$ cat config.mk
export PLATFORM = sky130hd
export DESIGN_NAME = pwm_polar_gen
export DESIGN_NICKNAME = d
export VERILOG_FILES = /design/src/rtl/pwm_polar_pkg.sv /design/src/rtl/pwm_shadow.sv /design/src/rtl/pwm_phase_cnt.sv /design/src/rtl/pwm_out_stage.sv /design/src/rtl/pwm_polar_gen.sv
export SDC_FILE = /design/constraint.sdc
export NUM_CORES = 1
export LEC_CHECK = 0
export CAP_MARGIN = 20
export CORE_UTILIZATION = 47
export DETAILED_ROUTE_END_ITERATION = 10
export GPL_TIMING_DRIVEN = 0
export HOLD_SLACK_MARGIN = 0.06
export PLACE_DENSITY = 0.75
export SLEW_MARGIN = 20
export SYNTH_ARGS = -nofsm -noshare
export SYNTH_HDL_FRONTEND = slang
export SYNTH_SLANG_ARGS = --single-unit
export TNS_END_PERCENT = 30
$ cat constraint.sdc
create_clock -name clk -period 2.2 [get_ports clk]
set_input_delay 0.44 -clock clk [delete_from_list [all_inputs] [get_ports clk]]
set_output_delay 0.44 -clock clk [all_outputs]
set_load 0.02 [all_outputs]
$ cat src/rtl/pwm_polar_pkg.sv
package pwm_polar_pkg;

  // Forced-off rule: a zero on-time wins over everything else.
  function automatic logic duty_zero(input int unsigned hi);
    return (hi == 0);
  endfunction

  // Forced-on rule: on-time reaches a nonzero period.
  function automatic logic duty_full(input int unsigned hi, input int unsigned per);
    return (per != 0) && (hi >= per);
  endfunction

  // Active phase decision for one counter value.
  function automatic logic phase_active(input int unsigned ph,
                                        input int unsigned hi,
                                        input int unsigned per);
    if (duty_zero(hi))          return 1'b0;
    else if (duty_full(hi, per)) return 1'b1;
    else                        return (ph <= hi);
  endfunction

endpackage

$ cat src/rtl/pwm_shadow.sv
module pwm_shadow #(
  parameter int CNT_W = 8
) (
  input  logic             clk,
  input  logic             rst,
  input  logic             load,
  input  logic [CNT_W-1:0] high_in,
  input  logic [CNT_W-1:0] per_in,
  output logic [CNT_W-1:0] high_q,
  output logic [CNT_W-1:0] per_q
);
  always_ff @(posedge clk) begin
    if (rst) begin
      high_q <= '0;
      per_q  <= '0;
    end else if (load) begin
      high_q <= high_in;
      per_q  <= per_in;
    end
  end
endmodule

$ cat src/rtl/pwm_phase_cnt.sv
module pwm_phase_cnt #(
  parameter int CNT_W = 8
) (
  input  logic             clk,
  input  logic             rst,
  input  logic             en,
  input  logic             tick,
  input  logic [CNT_W-1:0] per_q,
  output logic [CNT_W-1:0] cnt_q,
  output logic             wrap
);
  assign wrap = en && tick && (cnt_q == per_q);

  always_ff @(posedge clk) begin
    if (rst)       cnt_q <= '0;
    else if (!en)  cnt_q <= '0;
    else if (tick) cnt_q <= wrap ? '0 : cnt_q + 1'b1;
  end
endmodule

$ cat src/rtl/pwm_out_stage.sv
module pwm_out_stage #(
  parameter int N_OUT = 2
) (
  input  logic             act,
  input  logic [N_OUT-1:0] pol,
  output logic [N_OUT-1:0] pwm_out
);
  for (genvar i = 0; i < N_OUT; i++) begin : g_lane
    assign pwm_out[i] = pol[i] ? act : ~act;
  end
endmodule

$ cat src/rtl/pwm_polar_gen.sv
module pwm_polar_gen
  import pwm_polar_pkg::*;
#(
  parameter int CNT_W = 8,
  parameter int N_OUT = 2
) (
  input  logic             clk,
  input  logic             rst,
  input  logic             tick,
  input  logic             en,
  input  logic [CNT_W-1:0] high_val,
  input  logic [CNT_W-1:0] period_val,
  input  logic [N_OUT-1:0] pol,
  output logic [N_OUT-1:0] pwm_out
);
  logic [CNT_W-1:0] sh_high;
  logic [CNT_W-1:0] sh_per;
  logic [CNT_W-1:0] cnt_q;
  logic             wrap_evt;
  logic             load_evt;
  logic             act;

  // Shadow reload: at each wrap, or continuously while disabled.
  assign load_evt = !en || wrap_evt;

  pwm_shadow #(.CNT_W(CNT_W)) u_shadow (
    .clk(clk), .rst(rst), .load(load_evt),
    .high_in(high_val), .per_in(period_val),
    .high_q(sh_high), .per_q(sh_per)
  );

  pwm_phase_cnt #(.CNT_W(CNT_W)) u_cnt (
    .clk(clk), .rst(rst), .en(en), .tick(tick),
    .per_q(sh_per), .cnt_q(cnt_q), .wrap(wrap_evt)
  );

  assign act = en && phase_active(32'(cnt_q), 32'(sh_high), 32'(sh_per));

  pwm_out_stage #(.N_OUT(N_OUT)) u_out (
    .act(act), .pol(pol), .pwm_out(pwm_out)
  );
endmodule

==> results.sh <==
export IMPL_final_hold_viol_count=0
export IMPL_worstReg2RegStart="u_cnt.cnt_q[4]$_SDFFE_PP0P_"
export IMPL_tightest_slew_ns=0.445
export IMPL_final_cells=223
export IMPL_design_area_sq_mm=0.00192
export IMPL_cts_tree="yes"
export IMPL_cp_end_kind="output pin"
export IMPL_drc=1
export IMPL_drt_pass1_iterations=7
export IMPL_fin_nets=232
export IMPL_critical_path_required_ns=1.76
export IMPL_worstSkewPairLatency_ns=0.33
export IMPL_overflow=0
export IMPL_dieArea_sq_mm=0.00331
export IMPL_crit_slowest_cell="dfxtp_1"
export IMPL_violations="design-rule violations, negative setup slack"
export IMPL_synthToLayoutAreaGrowth_pct=32.7
export IMPL_vias=1228
export IMPL_wirelength_um=3410
export IMPL_fin_util_pct=68.0
export IMPL_cts_buffers=3
export IMPL_drv_slew=0
export IMPL_hpwlAfterDp_um=2400
export IMPL_fmax_ghz=0.375
export IMPL_grt_pass1_vias=1268
export IMPL_path_buf_inv=3
export IMPL_syn_area_sq_mm=0.00145
export IMPL_cp_endpoint="pwm_out[0]"
export IMPL_setup_violations=2
export IMPL_worstSetupStartpointType="register"
export IMPL_skew_ns=0.00393
export IMPL_ys_warn_count=0
export IMPL_worstSetupPathDepth=9
export IMPL_io_buffers=21
export IMPL_reg2reg_depth=8
export IMPL_relSlewSlack_pct=70.4
export IMPL_min_period_ns=2.67
export IMPL_wire_per_inst_um=15.3
export IMPL_syn_num_nets=200
export IMPL_syn_inst=161
export IMPL_antenna_found_initial=0
export IMPL_worstSetupPathType="register to output pin"
export IMPL_drive_gt1_share_pct=23.4
export IMPL_die_h_um=57.5
export IMPL_postSynthAreaPerCell_sq_um=9.00
export IMPL_grt_use_total_pct=21.5
export IMPL_cp_cell_sequence="inv_1, ha_1, and4_1, o21ai_0, o21ai_1, a211oi_2, buf_4, xor2_2, buf_6"
export IMPL_core_area_sq_mm=0.00283
export IMPL_drt_iter0_markers=29
export IMPL_worst_slack_ns=-0.470
export IMPL_reg2reg_to="u_shadow.high_q[0]$_SDFFE_PP0P_"
export IMPL_max_clock_path_buffers=2
export IMPL_max_cap_violations=0
export IMPL_synth_distinct_cells=26
export IMPL_startpoint="u_shadow.per_q[7]$_SDFFE_PP0P_"
export IMPL_leakagePower_nw=0.834
export IMPL_reg2reg_setup_slack_ns=0.06
export IMPL_place_gp_congestion=0.817
export IMPL_clockRootBuffer="clkbuf_4"
export IMPL_ys_ff_latch=24
export IMPL_grt_max_degree=15
export IMPL_cp_top_family="flip-flops"
export IMPL_arrival_ns=2.23
export IMPL_holdCritPathClass="primary input to register"
export IMPL_status="finished, violations left"
export IMPL_start_util_pct=51.2
export IMPL_holdBufCountCts=0
export IMPL_rsz0062_at_grt="yes"
export IMPL_path_clk_slew_ns=0.14
export IMPL_hold_depth=2
export IMPL_ios=24
export IMPL_diodes=0
export IMPL_numClockSinks=24
export IMPL_placed_cell_area_sq_mm=0.00172
export IMPL_irDropWorstVdd_uv=349
export IMPL_cpPeakStageDelay_ns=0.44
export IMPL_num_rows=19
export IMPL_drtAntennaViolNets=0
export IMPL_die_w_um=57.5
export IMPL_htreeDepth=1
export IMPL_timing_final_crit_share_pct=121
export IMPL_powerDensity_mw_per_mm2=594
export IMPL_place_ws_ns=-0.747
export IMPL_viasPerCell=5.51
export IMPL_crit_path_max_fanout=4
export IMPL_dp_cells=213
export IMPL_whs_ns=0.414
export IMPL_grt_pass1_wl_um=5470
export IMPL_ys_seq_area_share_pct=33.2
[what timing repair did]
item / CTS / global route
buffers inserted: 3 / 3
hold endpoints to repair: 0 / 0
pin swaps: 3 / 6
resized for setup: 19 / 21
setup endpoints to repair: 7 / 20
[worst min-delay path by stage]
stage                               startpoint                              end  slack, ns
2_1_floorplan  u_shadow.high_q[0]$_SDFFE_PP0P_  u_shadow.high_q[0]$_SDFFE_PP0P_       0.48
3_3_place_gp   u_shadow.high_q[0]$_SDFFE_PP0P_  u_shadow.high_q[0]$_SDFFE_PP0P_       0.51
3_5_place_dp   u_shadow.high_q[6]$_SDFFE_PP0P_  u_shadow.high_q[6]$_SDFFE_PP0P_       0.53
4_1_cts                                    rst   u_shadow.per_q[4]$_SDFFE_PP0P_       0.43
5_1_grt                                    rst   u_shadow.per_q[4]$_SDFFE_PP0P_       0.43
6_report                                   rst   u_shadow.per_q[4]$_SDFFE_PP0P_       0.41
[logic make-up after synthesis]
group                    share of synthesized area (%)
AND/OR/NAND/NOR                                   16.1
flip-flops                                        33.2
buffers and inverters                             6.39
XOR/XNOR                                          10.3
multiplexers                                      11.7
adder cells (fa/ha/maj)                           14.7
AO/OA/AOI/OAI                                     7.69
[cell type report]
cell class / count / area, sq um
tap: 31 / 38.8
sequential: 24 / 503
inverter: 16 / 60.1
clock inverter: 1 / 30.0
buffer: 5 / 32.5
clock buffer: 3 / 22.5
fill: 229 / 906
multi-input combinational: 116 / 978
timing repair buffer: 27 / 258
[layer usage]
metal / routed length, um / share of wire [%] / global-route usage, % / up-vias
met1: 1480 / 43 / 24.6 / 584
met5: 0 / 0 / 0 / -
met4: 40 / 1.2 / 8.36 / 0
met3: 145 / 4.3 / 4.31 / 6
li1: - / - / - / 611
met2: 1740 / 51 / 39.0 / 27
[through the flow]
step | TNS, ns | power (W)
floorplan | -0.113 | 0.000667
global placement | -1.40 | 0.000751
detailed placement | -1.49 | 0.000765
CTS | -0.971 | 0.00109
global route | -1.09 | 0.00119
finish | -0.907 | 0.00114
[Yosys cell counts]
library cell / count / area, sq um
a21oi_1: 5 / 25.0
nand2_1: 3 / 11.3
mux2i_1: 17 / 170
nand4_1: 6 / 37.5
nor2_1: 27 / 101
o21ai_0: 4 / 20.0
or2_2: 1 / 6.26
dfxtp_1: 24 / 480
buf_8: 1 / 15.0
o21a_1: 1 / 7.51
nor3_1: 1 / 5.00
nor2b_1: 1 / 6.26
and4_1: 1 / 8.76
clkbuf_1: 2 / 7.51
xor2_1: 13 / 114
xnor2_1: 4 / 35.0
nand2b_1: 1 / 6.26
ha_1: 17 / 213
nand3_1: 5 / 25.0
buf_2: 2 / 10.0
o41ai_4: 1 / 27.5
inv_1: 16 / 60.1
a211oi_1: 2 / 15.0
o211ai_1: 1 / 7.51
nor4_1: 4 / 25.0
a2111oi_0: 1 / 8.76
[state kept, by name (all words and copies together), names as in the netlist]
| signal | count |
|---|---|
| u_shadow.high_q | 8 |
| u_cnt.cnt_q | 8 |
| u_shadow.per_q | 8 |
[power breakdown]
| group | total [W] | internal (W) | switching [W] |
|---|---|---|---|
| Combinational | 0.000329 | 0.000176 | 0.000153 |
| Sequential | 0.000487 | 0.000459 | 0.0000280 |
| Clock | 0.000326 | 0.000184 | 0.000142 |
[worst register-to-register path: stages (launching register included)]
cell and delay (ns):
dfxtp_1 0.46, xor2_1 0.11, nor4_1 0.35, nand3_1 0.17, o41ai_4 0.30, buf_4 0.21, buf_8 0.16, mux2i_1 0.22
nor2_1 0.06
[layout by cell type, fill, tap and decap left out, types with 4 or more instances in the layout]
master / instances
nor2_1: 27
clkdlybuf4s50_1: 19
mux2i_1: 17
inv_1: 14
ha_1: 14
dfxtp_2: 12
xor2_1: 11
dfxtp_1: 10
nand4_1: 6
buf_4: 6
nand3_1: 5
xnor2_1: 4
No activity file was read; power rests on OpenSTA's default activity.
